**config.mk**
```make
export PLATFORM = sky130hd
export DESIGN_NAME = sld_overlap_det
export DESIGN_NICKNAME = d
export VERILOG_FILES = /design/src/rtl/sld_pkg.sv /design/src/rtl/sld_fill_fsm.sv /design/src/rtl/sld_slot.sv /design/src/rtl/sld_overlap_det.sv
export SDC_FILE = /design/constraint.sdc
export NUM_CORES = 2
export LEC_CHECK = 0
export BUFFER_PORTS_ARGS = -buffer_cell sky130_fd_sc_hd__buf_2
export CAP_MARGIN = 0
export CORE_MARGIN = 2
export CORE_UTILIZATION = 29
export CTS_BUF_LIST = sky130_fd_sc_hd__clkbuf_16
export DETAILED_ROUTE_END_ITERATION = 8
export HOLD_SLACK_MARGIN = 0.12
export PLACE_DENSITY = 0.42
export REMOVE_ABC_BUFFERS = 1
export SLEW_MARGIN = 20
export SYNTH_ARGS = -nofsm -noshare
export SYNTH_HDL_FRONTEND = slang
export SYNTH_HIERARCHICAL = 1
export SYNTH_SLANG_ARGS = --single-unit
```
**constraint.sdc**
```tcl
create_clock -name clk -period 6.1 [get_ports clk]
set_input_delay 0.305 -clock clk [delete_from_list [all_inputs] [get_ports clk]]
set_output_delay 0.305 -clock clk [all_outputs]
set_load 0.02 [all_outputs]
```
**src/rtl/sld_pkg.sv**
```systemverilog
package sld_pkg;

    typedef enum logic [1:0] {
        FILL_EMPTY = 2'd0,
        FILL_PART  = 2'd1,
        FILL_FULL  = 2'd2
    } fill_state_e;

endpackage

```
**src/rtl/sld_fill_fsm.sv**
```systemverilog
module sld_fill_fsm
    import sld_pkg::*;
#(
    parameter int DEPTH = 4,
    localparam int IDX_W = (DEPTH > 1) ? $clog2(DEPTH) : 1,
    localparam int CNT_W = $clog2(DEPTH + 1)
) (
    input  logic             clk,
    input  logic             rst_n,
    input  logic             clr_i,
    input  logic             st_vld_i,
    output logic             wr_en_o,
    output logic [IDX_W-1:0] wr_idx_o,
    output logic [CNT_W-1:0] fill_cnt_o
);

    localparam logic [CNT_W-1:0] LAST_FREE = CNT_W'(DEPTH - 1);

    fill_state_e      state_q, state_d;
    logic [CNT_W-1:0] cnt_q;

    // State register
    always_ff @(posedge clk or negedge rst_n) begin
        if (!rst_n) begin
            state_q <= FILL_EMPTY;
        end else begin
            state_q <= state_d;
        end
    end

    // Next-state logic
    always_comb begin
        state_d = state_q;
        unique case (state_q)
            FILL_EMPTY: begin
                if (!clr_i && st_vld_i) begin
                    state_d = (DEPTH == 1) ? FILL_FULL : FILL_PART;
                end
            end
            FILL_PART: begin
                if (clr_i) begin
                    state_d = FILL_EMPTY;
                end else if (st_vld_i && cnt_q == LAST_FREE) begin
                    state_d = FILL_FULL;
                end
            end
            FILL_FULL: begin
                if (clr_i) begin
                    state_d = FILL_EMPTY;
                end
            end
            default: state_d = FILL_EMPTY;
        endcase
    end

    // Outputs
    always_comb begin
        wr_en_o = 1'b0;
        unique case (state_q)
            FILL_EMPTY,
            FILL_PART: wr_en_o = st_vld_i && !clr_i;
            FILL_FULL: wr_en_o = 1'b0;
            default:   wr_en_o = 1'b0;
        endcase
        wr_idx_o   = cnt_q[IDX_W-1:0];
        fill_cnt_o = cnt_q;
    end

    // Occupancy counter
    always_ff @(posedge clk or negedge rst_n) begin
        if (!rst_n) begin
            cnt_q <= '0;
        end else if (clr_i) begin
            cnt_q <= '0;
        end else if (wr_en_o) begin
            cnt_q <= cnt_q + 1'b1;
        end
    end

endmodule

```
**src/rtl/sld_slot.sv**
```systemverilog
module sld_slot #(
    parameter int BASE_W = 16,
    parameter int OFF_W  = 64,
    parameter int SIZE_W = 16,
    localparam int EXT_W = OFF_W + 1
) (
    input  logic              clk,
    input  logic              rst_n,
    input  logic              we_i,
    input  logic [BASE_W-1:0] st_base_i,
    input  logic [OFF_W-1:0]  st_off_i,
    input  logic [SIZE_W-1:0] st_size_i,
    input  logic              occ_i,
    input  logic [BASE_W-1:0] ld_base_i,
    input  logic [OFF_W-1:0]  ld_off_i,
    input  logic [SIZE_W-1:0] ld_size_i,
    output logic              hit_o
);

    logic        [BASE_W-1:0] r_base;
    logic signed [OFF_W-1:0]  r_off;
    logic        [SIZE_W-1:0] r_size;

    always_ff @(posedge clk or negedge rst_n) begin
        if (!rst_n) begin
            r_base <= '0;
            r_off  <= '0;
            r_size <= '0;
        end else if (we_i) begin
            r_base <= st_base_i;
            r_off  <= $signed(st_off_i);
            r_size <= st_size_i;
        end
    end

    logic signed [OFF_W-1:0] q_off;
    logic signed [EXT_W-1:0] r_lo, r_hi, q_lo, q_hi;
    logic                    same_base, same_off, rec_below;

    // Widen by one bit so offset plus length never wraps
    always_comb begin
        q_off     = $signed(ld_off_i);
        r_lo      = EXT_W'(r_off);
        q_lo      = EXT_W'(q_off);
        r_hi      = r_lo + $signed(EXT_W'(r_size));
        q_hi      = q_lo + $signed(EXT_W'(ld_size_i));
        same_base = occ_i && (r_base == ld_base_i);
        same_off  = (r_off == q_off);
        rec_below = (r_off < q_off);
        if (!same_base) begin
            hit_o = 1'b0;
        end else if (same_off) begin
            hit_o = 1'b1;
        end else if (rec_below) begin
            hit_o = (r_hi > q_lo);
        end else begin
            hit_o = (q_hi > r_lo);
        end
    end

endmodule

```
**src/rtl/sld_overlap_det.sv**
```systemverilog
module sld_overlap_det #(
    parameter int DEPTH  = 4,
    parameter int BASE_W = 16,
    parameter int OFF_W  = 64,
    parameter int SIZE_W = 16
) (
    input  logic              clk,
    input  logic              rst_n,
    input  logic              clr_i,
    input  logic              st_vld_i,
    input  logic [BASE_W-1:0] st_base_i,
    input  logic [OFF_W-1:0]  st_off_i,
    input  logic [SIZE_W-1:0] st_size_i,
    input  logic              ld_vld_i,
    input  logic [BASE_W-1:0] ld_base_i,
    input  logic [OFF_W-1:0]  ld_off_i,
    input  logic [SIZE_W-1:0] ld_size_i,
    output logic              ld_rsp_vld_o,
    output logic              ld_hit_o
);

    localparam int IDX_W = (DEPTH > 1) ? $clog2(DEPTH) : 1;
    localparam int CNT_W = $clog2(DEPTH + 1);

    logic             wr_en;
    logic [IDX_W-1:0] wr_idx;
    logic [CNT_W-1:0] fill_cnt;
    logic [DEPTH-1:0] slot_hit;

    sld_fill_fsm #(.DEPTH(DEPTH)) u_fill (
        .clk        (clk),
        .rst_n      (rst_n),
        .clr_i      (clr_i),
        .st_vld_i   (st_vld_i),
        .wr_en_o    (wr_en),
        .wr_idx_o   (wr_idx),
        .fill_cnt_o (fill_cnt)
    );

    for (genvar i = 0; i < DEPTH; i++) begin : g_slot
        sld_slot #(
            .BASE_W (BASE_W),
            .OFF_W  (OFF_W),
            .SIZE_W (SIZE_W)
        ) u_slot (
            .clk       (clk),
            .rst_n     (rst_n),
            .we_i      (wr_en && (wr_idx == IDX_W'(i))),
            .st_base_i (st_base_i),
            .st_off_i  (st_off_i),
            .st_size_i (st_size_i),
            .occ_i     (CNT_W'(i) < fill_cnt),
            .ld_base_i (ld_base_i),
            .ld_off_i  (ld_off_i),
            .ld_size_i (ld_size_i),
            .hit_o     (slot_hit[i])
        );
    end

    always_ff @(posedge clk or negedge rst_n) begin
        if (!rst_n) begin
            ld_rsp_vld_o <= 1'b0;
            ld_hit_o     <= 1'b0;
        end else begin
            ld_rsp_vld_o <= ld_vld_i;
            ld_hit_o     <= ld_vld_i && (|slot_hit);
        end
    end

endmodule

```
=== Word level (Yosys, flattened, before mapping) ===
Cells that the tools add are included.

* Register bits after elaboration: 391
* Input bits: 197
* Output and inout port bits: 2
* Logic and storage cells: 93

* $add $sub $neg: 6
* $lt $le $gt $ge: 16
* Equality and inequality tests: 17
* Multiplexer cells: 20
* Reductions and logical operators: 18

{| class="wikitable"
|+ Operator list
! kind !! count
|-
| 65-bit by 64-bit > comparator with 1-bit output || 8
|-
| 64-bit by 17-bit adder with 65-bit output || 5
|-
| 64-bit == test || 4
|-
| 64-bit < comparator || 4
|-
| 16-bit == test || 4
|-
| 1-bit two-way mux || 13
|-
| 1-bit logical AND || 11
|-
| 2-bit two-way mux || 4
|-
| 2-bit == test, second input constant || 3
|-
| 1-bit by 3-bit < comparator with 1-bit output, first input constant || 2
|-
| 2-bit by 3-bit < comparator with 1-bit output, first input constant || 2
|-
| 3-bit two-way mux || 2
|-
| 2-bit one-hot mux with 3 select lines || 1
|-
| 2-bit by 1-bit == test with 1-bit output, second input constant || 2
|-
| 2-bit logical NOT || 2
|-
| 4-bit OR reduction || 1
|-
| 3-bit by 1-bit adder with 3-bit output, second input constant || 1
|-
| 3-bit by 2-bit == test with 1-bit output, second input constant || 1
|-
| 3-bit by 2-bit != test with 1-bit output, second input constant || 1
|-
| 3-bit AND reduction || 1
|-
| 2-bit by 1-bit != test with 1-bit output, second input constant || 1
|-
| 2-bit != test, second input constant || 1
|-
| 2-bit nonzero test || 1
|-
| 2-bit OR reduction || 1
|-
| 1-bit logical NOT || 1
|}

=== Logic depth before layout (Yosys ltp) ===
* Depth after elaboration: 7
* Gate-level depth with buffers: 23
* Depth with buffers taken out: 22

=== Hierarchy ===
The synthesis kept the hierarchy.

{| class="wikitable"
|+ Modules (own cells, without submodules)
! module !! times used !! cells an instance !! area an instance (um2) !! seq. area each (um2)
|-
| sld_slot (g_slot[0].u_slot ...) || 3 || 1408 || 11449.7 || 2402.3
|-
| sld_slot (g_slot[1].u_slot) || 1 || 1368 || 11325.9 || 2402.3
|-
| sld_fill_fsm || 1 || 23 || 257.7 || 125.1
|-
| sld_overlap_det || 1 || 10 || 112.6 || 50.0
|}

=== Worst setup path after synthesis ===
Ideal clock, no wire load.

* Path type: register to register
* Start point: register g_slot[0].u_slot.r_off[0]
* End point: register ld_hit_o
* Data arrival time: 4.761 ns
* Setup slack: 1.210 ns
* Cell stages (with the launch flop): 22
* Buffers on the path: 1
* Period minus slack after synthesis: 4.890 ns
* Path through: dfrtp_1 -> ha_1 -> fa_1 -> a21o_1 -> a21oi_1 -> o211a_1 -> o41ai_2 -> o311ai_1 -> o21ai_1 -> nand2_1 -> clkbuf_1 -> nor3_1 -> xnor2_1 -> ha_1 -> nand4_1 -> nor4_1 -> nand4_1 -> or2_2 -> a31oi_1 -> mux2i_1 -> o2111a_1 -> o41a_1

* Cells in the longest elaborated chain, start to end: 7
* Elaborated cells on any way between the ends: 10

{| class="wikitable"
|+ Ends and longest elaborated chain
! element !! line !! text
|-
| start, declared || sld_slot.sv:21 || <nowiki>logic signed [OFF_W-1:0] r_off;</nowiki>
|-
| start signal, assigned || sld_slot.sv:31 || <nowiki>r_off <= $signed(st_off_i);</nowiki>
|-
| 64-bit by 17-bit adder with 65-bit output || sld_slot.sv:45 || <nowiki>r_hi = r_lo + $signed(EXT_W'(r_size));</nowiki>
|-
| 65-bit by 64-bit > comparator with 1-bit output || sld_slot.sv:55 || <nowiki>hit_o = (r_hi > q_lo);</nowiki>
|-
| 1-bit two-way mux || sld_slot.sv:54 || <nowiki>end else if (rec_below) begin</nowiki>
|-
| 1-bit two-way mux * || sld_slot.sv:52 || <nowiki>end else if (same_off) begin</nowiki>
|-
| 1-bit two-way mux * || sld_slot.sv:50 || <nowiki>if (!same_base) begin</nowiki>
|-
| named net slot_hit[0] || sld_overlap_det.sv:28 || <nowiki>logic [DEPTH-1:0] slot_hit;</nowiki>
|-
| 4-bit OR reduction * || sld_overlap_det.sv:66 || <nowiki>ld_hit_o <= ld_vld_i && (|slot_hit);</nowiki>
|-
| 1-bit logical AND * || sld_overlap_det.sv:66 ||
|-
| end signal, assigned || sld_overlap_det.sv:66 ||
|-
| end, declared || sld_overlap_det.sv:19 || <nowiki>output logic ld_hit_o</nowiki>
|}

Mark *: on every way through the listed nets, which the timed path passes. The rest lies on a longest branch.
A chain may end at the register's enable or synchronous reset.

=== Worst setup path in the final report ===
* Start point: register g_slot[2].u_slot.r_off[4]
* End point: register ld_hit_o

* Cells in the longest elaborated chain, start to end: 7
* Elaborated cells on any way between the ends: 10

{| class="wikitable"
|+ Ends and longest elaborated chain
! element !! line
|-
| start, declared || sld_slot.sv:21
|-
| start signal, assigned || sld_slot.sv:31
|-
| 64-bit by 17-bit adder with 65-bit output || sld_slot.sv:45
|-
| 65-bit by 64-bit > comparator with 1-bit output || sld_slot.sv:55
|-
| 1-bit two-way mux || sld_slot.sv:54
|-
| 1-bit two-way mux * || sld_slot.sv:52
|-
| 1-bit two-way mux * || sld_slot.sv:50
|-
| named net slot_hit[2] || sld_overlap_det.sv:28
|-
| 4-bit OR reduction * || sld_overlap_det.sv:66
|-
| 1-bit logical AND * || sld_overlap_det.sv:66
|}

Marked as above.

==> run metrics <==
CTS H-Tree Depth=2; WS Path Type=flip-flop to flip-flop; max-cap violations=0; capturing point of the worst reg2reg path=ld_hit_o; top cells by count, synth=ha_1 (906), nand2_1 (705), inv_1 (585); post-route setup slack=0.1829 ns; die width=~400 microns; reg2reg path depth=24; Critical Path Start Type=flip-flop; Wirelength per Cell=between 20 and 30 microns; sequential share of the synthesized area=21.25%; CTS Root Buffer Type=clkbuf_16; Total GRT Usage=25.57%; layout cell share with drive strength beyond 1=14.57%; cell type contributing the most total cell area after synthesis=ha_1; Rel. slew slack=23.99%; area share of the leading cell type in the synthesized netlist=24.62%; post-route total power=slightly above 20 mW; Synth Area in Simple Gates=a little under a fifth; parity-gate share of the synthesized area counting xor and xnor cells=between 10% and 20%; port buffer count=198; fin nets=~7.4k; Hold Path Class=primary input to async pin; outcome=complete, no violations; number of iterations in the first detailed-routing pass=5; num ports=199; dominant combinational cell family by area after synthesis=adder cells; share of synthesized flip-flops with an asynchronous set or reset=between 90% and 100%; antenna violations before repair=25; number of nets still failing antenna checks after routing=0; Core Util, Final=a little over a third; DPL Wire Length=approximately 170 mm; startpoint of the worst-slack reg-to-reg timing path=g_slot[2].u_slot/r_off[4]; mapped cell area=0.04605 sq mm; most common cell in the synthesized netlist=ha_1; area of the placeable core=0.1580 sq mm; placed inst area=0.05223 sq mm; number of enable-type register cells in the synthesized netlist=0; clock buffer depth=3; setup tns final=0 ns; Ys Warns=6; summed area of non-filler cells in the final layout=0.05558 sq mm; area taken by flip-flops and latches=around 0.0098 sq mm; mean instance size in the synthesized netlist=about 8.2 sq um; share of the synthesized area in compound gates (AO/OA/AOI/OAI)=around 15%; via count of the first global-routing pass=about 44k; setup violators final=0; synthesized-area fraction occupied by adder cells=between 20% and 30%; placement row count=between 100 and 150; P per Cell Area=roughly 370 mW/mm^2; residual overflow from global routing=0; Routability Congestion=around 0.96; synthesized netlist cell count=~5.6k; fill cell total of the finished layout=approximately 17k; crit path DAT=6.48 ns; clock latency on the worst-skew pair=0.70 ns; minimum setup slack among reg-to-reg paths=roughly 0.18 ns; TritonCTS clock tree=built; top_reg_cell synth=dfrtp_1; Initial Utilization=between 20% and 30%; global-route wire length before repair=just over 300 mm; number of clock buffers inserted by TritonCTS=just under 60; Final Hold Fails=0; Area contributors post-synth=ha_1 (25%), dfrtp_1 (21%), xnor2_1 (10%), nand2_1 (5.7%), inv_1 (4.8%); kind of capture point of the worst setup path=flip-flop; required time of the critical path=approximately 6.7 ns; Worst-path clk slew=around 0.06 ns; number of sinks handled by clock tree synthesis=between 300 and 400; Max Freq=between 0.15 and 0.2 GHz; largest net degree at the start of global routing=between 100 and 150; remaining design rule violation count=0; distinct cell type count after synthesis=between 80 and 90; final critical delay including setup and external delays=5.917 ns; DP Worst Slack=-0.6376 ns; Die Span Y=around 400 microns; final worst-path cycle share=approximately 97%; worst clock skew=0.02839 ns; proportion of synthesized area in mux cells=between 3 and 4%; layout overhead on the synthesized area=20.71%; overall via count from detail_route=about 44k; number of pins exceeding their max-slew limit in the final report=0; leakage dissipation=roughly 26 nW; maximum ir drop on the vdd rail=roughly 260 uV; Worst Tran Pin Value=approximately 1.1 ns; routed via count divided by cell count=between 5 and 6; final WL=between 200 and 250 mm; CP Max Fanout=3; initial detailed-routing violation count=around 3.3k; Total Die Area=0.1620 sq mm; area used by multi-input combinational logic=~0.034 sq mm; flip-flop and latch count after synthesis=roughly 390
-- how the worst max path moves through the flow --
stage	startpoint	endpoint	slack, ns	cells after the start
global route	g_slot[0].u_slot/r_off[0]	ld_hit_o	-0.03	27
global placement	ld_off_i[0]	ld_hit_o	-0.59	25
finish	g_slot[2].u_slot/r_off[4]	ld_hit_o	0.18	24
CTS	g_slot[0].u_slot/r_off[0]	ld_hit_o	0.005	27
floorplan	u_fill/state_q[1]	g_slot[0].u_slot/r_base[0]	-3.83	3
detailed placement	ld_off_i[0]	ld_hit_o	-0.64	25
-- layout make-up --
class	instances	share of cell area [%]
Antenna cell	9	0.04052
Clock buffer	58	2.611
Clock inverter	46	0.7947
Inverter	590	3.985
Multi-Input combinational cell	4544	61.39
Sequential cell	391	17.60
Tap cell	2072	4.664
Timing Repair Buffer	658	8.910
-- layout by cell type (no fill, tap or decap), types with 11 or more instances in the layout --
cell type and n:
buf_4 338, dlygate4sd3_1 101, nor2b_1 18, and4_1 28
and2_1 14, nor2_1 221, a211oi_1 45, ha_1 904
a21o_1 81, inv_1 594, clkinv_1 14, mux2_2 129
and3_1 67, clkbuf_16 58, nor3_1 101, xor2_1 32
o211ai_1 11, a221oi_1 24, buf_2 197, nand4_1 200
o21bai_1 25, dfrtp_1 391, buf_12 19, a21oi_1 409
a31oi_1 21, nand2_1 703, nand3_1 202, nor4_2 16
o21a_1 22, xnor2_1 530, nor4_1 77, o21ai_0 400
or4_1 15, nand2b_1 18
-- worst max-delay path, stage by stage, from the launching register on --
cell and delay [ns]:
dfrtp_1 0.40, ha_1 0.60, inv_1 0.13, o211a_1 0.29, o41ai_4 0.30, o311ai_1 0.15
buf_4 0.17, o21ai_2 0.18, buf_4 0.16, nand2_1 0.15, buf_4 0.24, nor4_2 0.27
xnor2_1 0.11, ha_1 0.31, buf_4 0.11, nand4_1 0.11, buf_4 0.16, nor4_2 0.38
buf_4 0.23, nand4_1 0.14, or2_2 0.33, a31oi_1 0.16, mux2i_1 0.11, o2111a_1 0.26
o41a_1 0.30
-- flip-flops by register name, indices dropped and copies added (netlist names) --
signal / flops
ld_rsp_vld_o: 1
u_fill/fill_cnt_o: 3
u_fill/state_q: 2
g_slot.u_slot/r_size: 64
g_slot.u_slot/r_base: 64
g_slot.u_slot/r_off: 256
ld_hit_o: 1
-- stage by stage --
| stage | hold WS (ns) | cells |
|---|---|---|
| 2_1_floorplan | 0.009409 | 5525 |
| 4_1_cts | 0.2540 | 8355 |
| 6_report | 0.2471 | 8368 |
| 3_5_place_dp | 0.4160 | 8149 |
| 3_3_place_gp | 0.4196 | 8148 |
| 5_1_grt | 0.2948 | 8366 |
-- logic make-up (layout without fill, tap and decap cells) --
| kind of cell | after synthesis | count (layout) |
|---|---|---|
| xor gates and xnor gates | 562 | 562 |
| DFF | 391 | 391 |
| and+or+nand+nor | 1770 | 1770 |
| AOI/OAI and AO/OA | 1163 | 1163 |
| other | 0 | 9 |
| adders and majority gates | 914 | 914 |
| muxes | 135 | 135 |
| buffers and inverters | 690 | 1352 |
-- metal layers --
metal  global-route usage, %  vias to the layer above  part of all wire (%)
met3                   3.398                      268                   5.3
met5                       0                        -                 0.045
met4                   7.763                       16                   3.4
met1                   35.76                    21550                    47
li1                        -                    21310                     -
met2                   40.69                     1093                    44
-- where the power goes --
group	switching (mW)	internal [mW]	total (mW)
clock	1.50	2.05	3.55
sequential	0.962	3.44	4.40
combinational	7.53	5.25	12.8
-- repair_timing --
action                     4_1_cts  5_1_grt
hold buffers                   101        0
pin swaps                        3       10
setup buffers                    1        4
hold endpoints to repair       478        0
setup endpoints to repair        1        1
resized for setup               18       51
gates cloned                     0        0
Note: power is estimated with default switching activity, not from simulation.
